==> src/rtl/evcnt_pkg.sv <==
`timescale 1ns/1ps
// Shared parameters for the dual event counter.
// Each counter owns one field of FIELD_W bits within the port. Inside that
// field, the offsets below pick out the clock, direction and reset bits.
package evcnt_pkg;
    localparam int PORT_W  = 8;
    localparam int CNT_W   = 16;
    localparam int NUM_CNT = 2;
    localparam int FIELD_W = 4;
    localparam int CLK_OFS = 0;
    localparam int DIR_OFS = 1;
    localparam int RST_OFS = 2;

    // Port bit position of a given role for counter idx.
    function automatic int bit_pos(input int idx, input int ofs);
        return idx * FIELD_W + ofs;
    endfunction

    // Mask of every port bit that some counter reads.
    function automatic logic [PORT_W-1:0] used_mask();
        logic [PORT_W-1:0] m;
        m = '0;
        for (int i = 0; i < NUM_CNT; i++) begin
            m[bit_pos(i, CLK_OFS)] = 1'b1;
            m[bit_pos(i, DIR_OFS)] = 1'b1;
            m[bit_pos(i, RST_OFS)] = 1'b1;
        end
        return m;
    endfunction
endpackage

==> src/rtl/evcnt_sync.sv <==
`timescale 1ns/1ps
// Multi-stage synchroniser for an asynchronous input bus.
// Assumes each bit is slow relative to clk. Bits are synchronised
// independently, and no bus coherency is promised.
module evcnt_sync #(
    parameter int W      = 8,
    parameter int STAGES = 2
) (
    input  logic         clk,
    input  logic         rst_n,
    input  logic [W-1:0] d_async,
    output logic [W-1:0] q_sync
);
    logic [W-1:0] stage_q [STAGES];

    genvar s;
    generate
        for (s = 0; s < STAGES; s++) begin : g_stage
            // Purpose: shift the bus one stage further into the clock domain.
            always_ff @(posedge clk) begin
                if (!rst_n)
                    stage_q[s] <= '0;
                else if (s == 0)
                    stage_q[s] <= d_async;
                else
                    stage_q[s] <= stage_q[(s == 0) ? 0 : s - 1];
            end
        end
    endgenerate

    assign q_sync = stage_q[STAGES-1];
endmodule

==> src/rtl/evcnt_unit.sv <==
`timescale 1ns/1ps
// One up/down event counter driven by tick-spaced samples.
// Assumes that the inputs are already synchronous and that tick is a one-cycle strobe.
// Priority: a host load first, then a reset bit on a tick, then an edge count.
module evcnt_unit #(
    parameter int CNT_W = 16
) (
    input  logic             clk,
    input  logic             rst_n,
    input  logic             tick,
    input  logic             clk_bit,
    input  logic             dir_bit,
    input  logic             rst_bit,
    input  logic             load,
    input  logic [CNT_W-1:0] load_val,
    output logic [CNT_W-1:0] count
);
    logic prev_clk;
    logic rise;

    assign rise = tick & clk_bit & ~prev_clk;

    // Purpose: remember the clock bit seen at the latest tick.
    always_ff @(posedge clk) begin
        if (!rst_n)
            prev_clk <= 1'b0;
        else if (tick)
            prev_clk <= clk_bit;
    end

    // Purpose: update the count by load, reset or a single step.
    always_ff @(posedge clk) begin
        if (!rst_n)
            count <= '0;
        else if (load)
            count <= load_val;
        else if (tick && rst_bit)
            count <= '0;
        else if (rise)
            count <= dir_bit ? count + CNT_W'(1) : count - CNT_W'(1);
    end
endmodule

==> src/rtl/dual_event_counter.sv <==
`timescale 1ns/1ps
// Dual up/down event counter on a shared, tick-sampled input port.
// Assumes tick is a single-cycle strobe from an external timebase and that
// port_in is asynchronous. Port bit roles come from evcnt_pkg.
module dual_event_counter
    import evcnt_pkg::*;
#(
    parameter int SYNC_STAGES = 2
) (
    input  logic                     clk,
    input  logic                     rst_n,
    input  logic [PORT_W-1:0]        port_in,
    input  logic                     tick,
    input  logic                     ld_en,
    input  logic                     ld_sel,
    input  logic [CNT_W-1:0]         ld_val,
    output logic [NUM_CNT*CNT_W-1:0] cnt_out
);
    localparam logic [PORT_W-1:0] USED = used_mask();

    logic [PORT_W-1:0] port_s;
    logic [PORT_W-1:0] port_unused_bits;

    assign port_unused_bits = port_s & ~USED;

    evcnt_sync #(.W(PORT_W), .STAGES(SYNC_STAGES)) i_sync (
        .clk     (clk),
        .rst_n   (rst_n),
        .d_async (port_in),
        .q_sync  (port_s)
    );

    genvar i;
    generate
        for (i = 0; i < NUM_CNT; i++) begin : g_cnt
            logic             hit;
            logic [CNT_W-1:0] value;

            assign hit = ld_en && (ld_sel == 1'(i));

            evcnt_unit #(.CNT_W(CNT_W)) i_unit (
                .clk      (clk),
                .rst_n    (rst_n),
                .tick     (tick),
                .clk_bit  (port_s[bit_pos(i, CLK_OFS)]),
                .dir_bit  (port_s[bit_pos(i, DIR_OFS)]),
                .rst_bit  (port_s[bit_pos(i, RST_OFS)]),
                .load     (hit),
                .load_val (ld_val),
                .count    (value)
            );

            assign cnt_out[i*CNT_W +: CNT_W] = value;
        end
    endgenerate
endmodule

==> config.mk <==
export PLATFORM = sky130hd
export DESIGN_NAME = dual_event_counter
export DESIGN_NICKNAME = d
export VERILOG_FILES = /design/src/rtl/evcnt_pkg.sv /design/src/rtl/evcnt_sync.sv /design/src/rtl/evcnt_unit.sv /design/src/rtl/dual_event_counter.sv
export SDC_FILE = /design/constraint.sdc
export NUM_CORES = 1
export LEC_CHECK = 0
export ABC_AREA = 1
export BUFFER_PORTS_ARGS = -buffer_cell sky130_fd_sc_hd__buf_2
export CELL_PAD_IN_SITES_DETAIL_PLACEMENT = 1
export CELL_PAD_IN_SITES_GLOBAL_PLACEMENT = 2
export CORE_UTILIZATION = 31
export DETAILED_ROUTE_END_ITERATION = 12
export GPL_TIMING_DRIVEN = 0
export MAX_ROUTING_LAYER = met4
export PLACE_DENSITY_LB_ADDON = 0.1
export SLEW_MARGIN = 20
export SYNTH_ARGS = -nofsm -noshare
export SYNTH_HDL_FRONTEND = slang
export SYNTH_HIERARCHICAL = 1
export SYNTH_SLANG_ARGS = --single-unit
==> constraint.sdc <==
create_clock -name clk -period 2.15 [get_ports clk]
set_clock_uncertainty 0.1 [all_clocks]
set_input_delay 0.215 -clock clk [delete_from_list [all_inputs] [get_ports clk]]
set_output_delay 0.215 -clock clk [all_outputs]
set_load 0.1 [all_outputs]
* Word-level counts from Yosys, hierarchy flattened
Memory sizes are Yosys's and may differ from the RTL's. Cells that the tools add are included.
Storage, ports and cells: memories 1, input port bits 29, output and inout bits 32, latch bits 0, bits in writable memories 16, memory bits (read-only) 0, register bits 34
Cells by class: bitwise gates (word level) 9, multiplexer cells 12, $mul 0, shift-type cells 0, equality and inequality tests 0, reductions and logical operators 6, order comparisons 0, div/mod/pow operators 0, $add $sub $neg 4
Memories:
- i_sync.stage_q | words 2, width 8, read ports 2, clocked after memory_dff 0, write ports 2, RTL line evcnt_sync.sv:14 | logic [W-1:0] stage_q [STAGES];
Operator list (count):
- $mux W16 | 8
- $add A16 B1 Y16 const B | 2
- $sub A16 B1 Y16 const B | 2
- $mux W8 | 2
- $reduce_bool A3 Y1 | 2
- $and A1 B1 Y1 | 4
- $logic_and A1 B1 Y1 | 4
- $not A1 Y1 | 3
- $mux W1 | 2
- $or A1 B1 Y1 | 2

* Logic depth before layout (Yosys ltp)
An unclocked memory read counts as a cell.
depth after elaboration 6, mapped depth 11, gate-level depth less buffers 11

* Modules after synthesis
The synthesis kept the hierarchy.
By module, submodules not included:
- evcnt_unit at g_cnt[0].i_unit | instances 1, cells an instance 268, area each 1682.9 sq um
- evcnt_unit at g_cnt[1].i_unit | instances 1, cells an instance 268, area each 1675.4 sq um
- evcnt_sync | instances 1, cells an instance 50, area each 484.2 sq um
- dual_event_counter | instances 1, cells an instance 4, area each 17.5 sq um

* Worst setup path after synthesis
Ideal clock, no wire load.
path type reg2reg, start point register g_cnt[0].i_unit.count[3], end point register g_cnt[0].i_unit.count[6], setup slack -0.182 ns, library setup time 0.122 ns, data arrival time 2.110 ns, data required time 1.928 ns, clock period less this slack 2.332 ns, cell stages (with the launch flop) 8, path through dfxtp_1 ha_1 or2_1 nand3b_1 nand2_1 or2_2 nand3_1 a21oi_1
Between the ends: longest elaborated chain between the ends 5
Ends and longest elaborated chain:
- start, declared | RTL line evcnt_unit.sv:16 | output logic [CNT_W-1:0] count
- start signal, assigned | RTL line evcnt_unit.sv:36 | count <= load_val;
- start signal, assigned | RTL line evcnt_unit.sv:40 | count <= dir_bit ? count + CNT_W'(1) : count - CNT_W'(1);
- $sub A16 B1 Y16 or $add A16 B1 Y16 (tied branches) | RTL line evcnt_unit.sv:40
- $mux W16 * | RTL line evcnt_unit.sv:40
- $mux W16 * | RTL line evcnt_unit.sv:39 | else if (rise)
- $mux W16 * | RTL line evcnt_unit.sv:37 | else if (tick && rst_bit)
- $mux W16 * | RTL line evcnt_unit.sv:35 | else if (load)
Mark *: on every way between the ends. The rest lies on a longest branch, timed or not. The select of a mux whose other input is x is not followed. A chain may end at the register's enable or synchronous reset.

==> run_results.csv <==
group,metric,value,unit
clocking,cts_root_buf,"clkbuf_16",
status,status,"finished with violations",
clocking,cts.sink_count,46,
worst_setup_path,cp.required,2.24,ns
yosys,synth_area,0.003745,mm^2
clocking,clk_path_buf_depth,2,
sta,tightest_slew,0.5806,ns
floorplan,die_y,111.9,um
global_routing,gr-usage-met3,0.04192,
sta,worst_slack,0.1143,ns
floorplan,initial_core_util,0.3225,
placed_design,dpl.hpwl,9.700,mm
worst_setup_path,r2r_cells,9,
pwr,powerDensity,822.1,mW/mm^2
sta,finalHoldWorstSlack,0.1165,ns
finish,nets,712,
finish,final_layout_size_suffix_gt1_frac,0.2752,
global_routing,grt_overflow,0,
clocking,cts_tree,"built",
global_routing,met1_usage,0.2704,
route,via_per_inst,4.831,
job,max_cap_violations,0,
clocking,path_clk_slew,0.07,ns
route,postRouteAntennaNets,0,
status,violations,"DRC",
sta,min_period_over_period,0.9468,
sta,drv_slew,0,
pwr,ir_drop,0.3473,mV
global_routing,grt_pass1_wl,19.41,mm
hold_path,hold_path.class,"in2reg",
worst_setup_path,startpoint_type,"flop",
sta,finalSetupViolCount,0,
sta,max-slew-margin-rel,0.6129,
hold_path,holdPathStages,3,
floorplan,core-area,0.01161,mm^2
global_routing,top_usage_layer,"met2",
placed_design,dpl_worst_slack,-0.1732,ns
route,num_vias,3855,
yosys,syn_nets,637,
worst_setup_path,critPathMaxFanout,15,
worst_setup_path,arrival,2.12,ns
global_routing,antenna_found_initial,1,
finish,final_core_utilization,0.4014,
route,drc,3,
floorplan,rows,39,
clocking,htreeDepth,2,
clocking,clk_latency,0.31,ns
placed_design,io_buffers,58,
clocking,cts_buffers,5,
floorplan,io_pins,61,
pwr,leakage,2.465,nW
route,first_pass_iters,8,
global_routing,grt_util_met2,0.3296,
worst_setup_path,setup.worst_path.class,"reg2reg",
worst_setup_path,cp-end-kind,"flop",
route,avgRoutedWirePerCell,15.13,um
placed_design,place_congestion,0.7651,
pwr,power,3.832,mW
floorplan,die_w,111.9,um
floorplan,dieArea,0.01252,mm^2
global_routing,grt_max_degree,18,
route,wl,12.08,mm
sta,hold_viol_final,0,
route,drtIter0Drc,129,
yosys,ys_warn_count,6,
sta,max_freq,491.2,MHz
sta,rsz0062_at_grt,"true",
sta,min_period,2.036,ns
yosys,syn_inst,578,
global_routing,grt_pass1_vias,3839,
global_routing,gr-usage-all-layers,0.2065,
yosys,avgSynthCellArea,6.479,um^2
finish,syn2layout_area_growth,24.49,%
sta,setup_tns,0,ns
## repair_timing
action,4_1_cts,5_1_grt
hold endpoints to repair,6,0
cloned,0,0
buffers inserted,4,0
pin swaps,0,2
endpoints found under the setup margin,23,20
gates resized for setup,2,32
hold buffers,6,0
## path summary, 6_finish.rpt
| path | end | start | slack, ns |
|---|---|---|---|
| worst max-delay path | g_cnt[0].i_unit/count[6]$_SDFFE_PN0P_ | i_sync/stage_q[1][1]$_SDFF_PN0_ | 0.11 |
| worst min-delay path | g_cnt[0].i_unit/count[1]$_SDFFE_PN0P_ | ld_val[1] | 0.12 |
| worst max register to register | g_cnt[0].i_unit/count[6]$_SDFFE_PN0P_ | i_sync/stage_q[1][1]$_SDFF_PN0_ | 0.11 |
| worst min register to register | i_sync/stage_q[1][6]$_SDFF_PN0_ | i_sync/stage_q[0][6]$_SDFF_PN0_ | 0.31 |
## layout make-up
class,instances,area [um^2]
Inverter,96,385.4
Sequential cell,46,959.7
Clock buffer,6,128.9
Tap cell,143,178.9
Antenna cell,1,2.502
Buffer,14,155.1
Timing Repair Buffer,68,396.6
Multi-Input combinational cell,422,2441
Clock inverter,2,13.76
Fill cell,1529,6952
## sequential cells by signal, summed over array words and instances, names as in the netlist
register and cells:
g_cnt.i_unit/count 32, g_cnt.i_unit/prev_clk 2, i_sync/stage_q 12
## per-layer routing
| layer | wire, um | share of wire | up-vias |
|---|---|---|---|
| met5 | 0 | 0 | - |
| met4 | 89 | 0.0074 | 0 |
| met3 | 397 | 0.033 | 7 |
| met2 | 5433 | 0.45 | 53 |
| met1 | 6156 | 0.51 | 1796 |
| li1 | - | - | 1999 |
## worst max-delay path: stages, from the launching register on
cell and delay (ns):
dfxtp_2 0.36, clkinvlp_4 0.10, buf_12 0.16, ha_1 0.34
or2_1 0.24, nand3b_1 0.10, nand2_1 0.11, or2_2 0.29
nand3_1 0.07, a21oi_1 0.06
## through the flow
step                      instance area, um^2  cells
after floorplan                          3781    578
after global placement                   4250    779
after detailed placement                 4250    779
after CTS                                4503    797
after global routing                     4662    798
final                                    4662    798
## placed cells by master, fill, tap and decap left out, types with 6 or more instances in the layout
cell type,instances
buf_6,7
dfxtp_2,31
a21oi_2,13
ha_1,16
inv_1,88
nand3b_1,8
buf_2,59
dfxtp_1,15
nand2_2,17
a21oi_1,60
ha_4,7
nand2_1,165
o21ai_0,34
nand3_1,31
dlygate4sd3_1,6
nor2_1,24
## power breakdown
part / internal (mW) / leakage (nW) / switching, mW / total, mW
combinational: 0.611 / 2.00 / 1.40 / 2.01
clock: 0.433 / 0.0708 / 0.371 / 0.804
sequential: 0.945 / 0.391 / 0.0749 / 1.02
No activity file was read; power rests on OpenSTA's default activity.
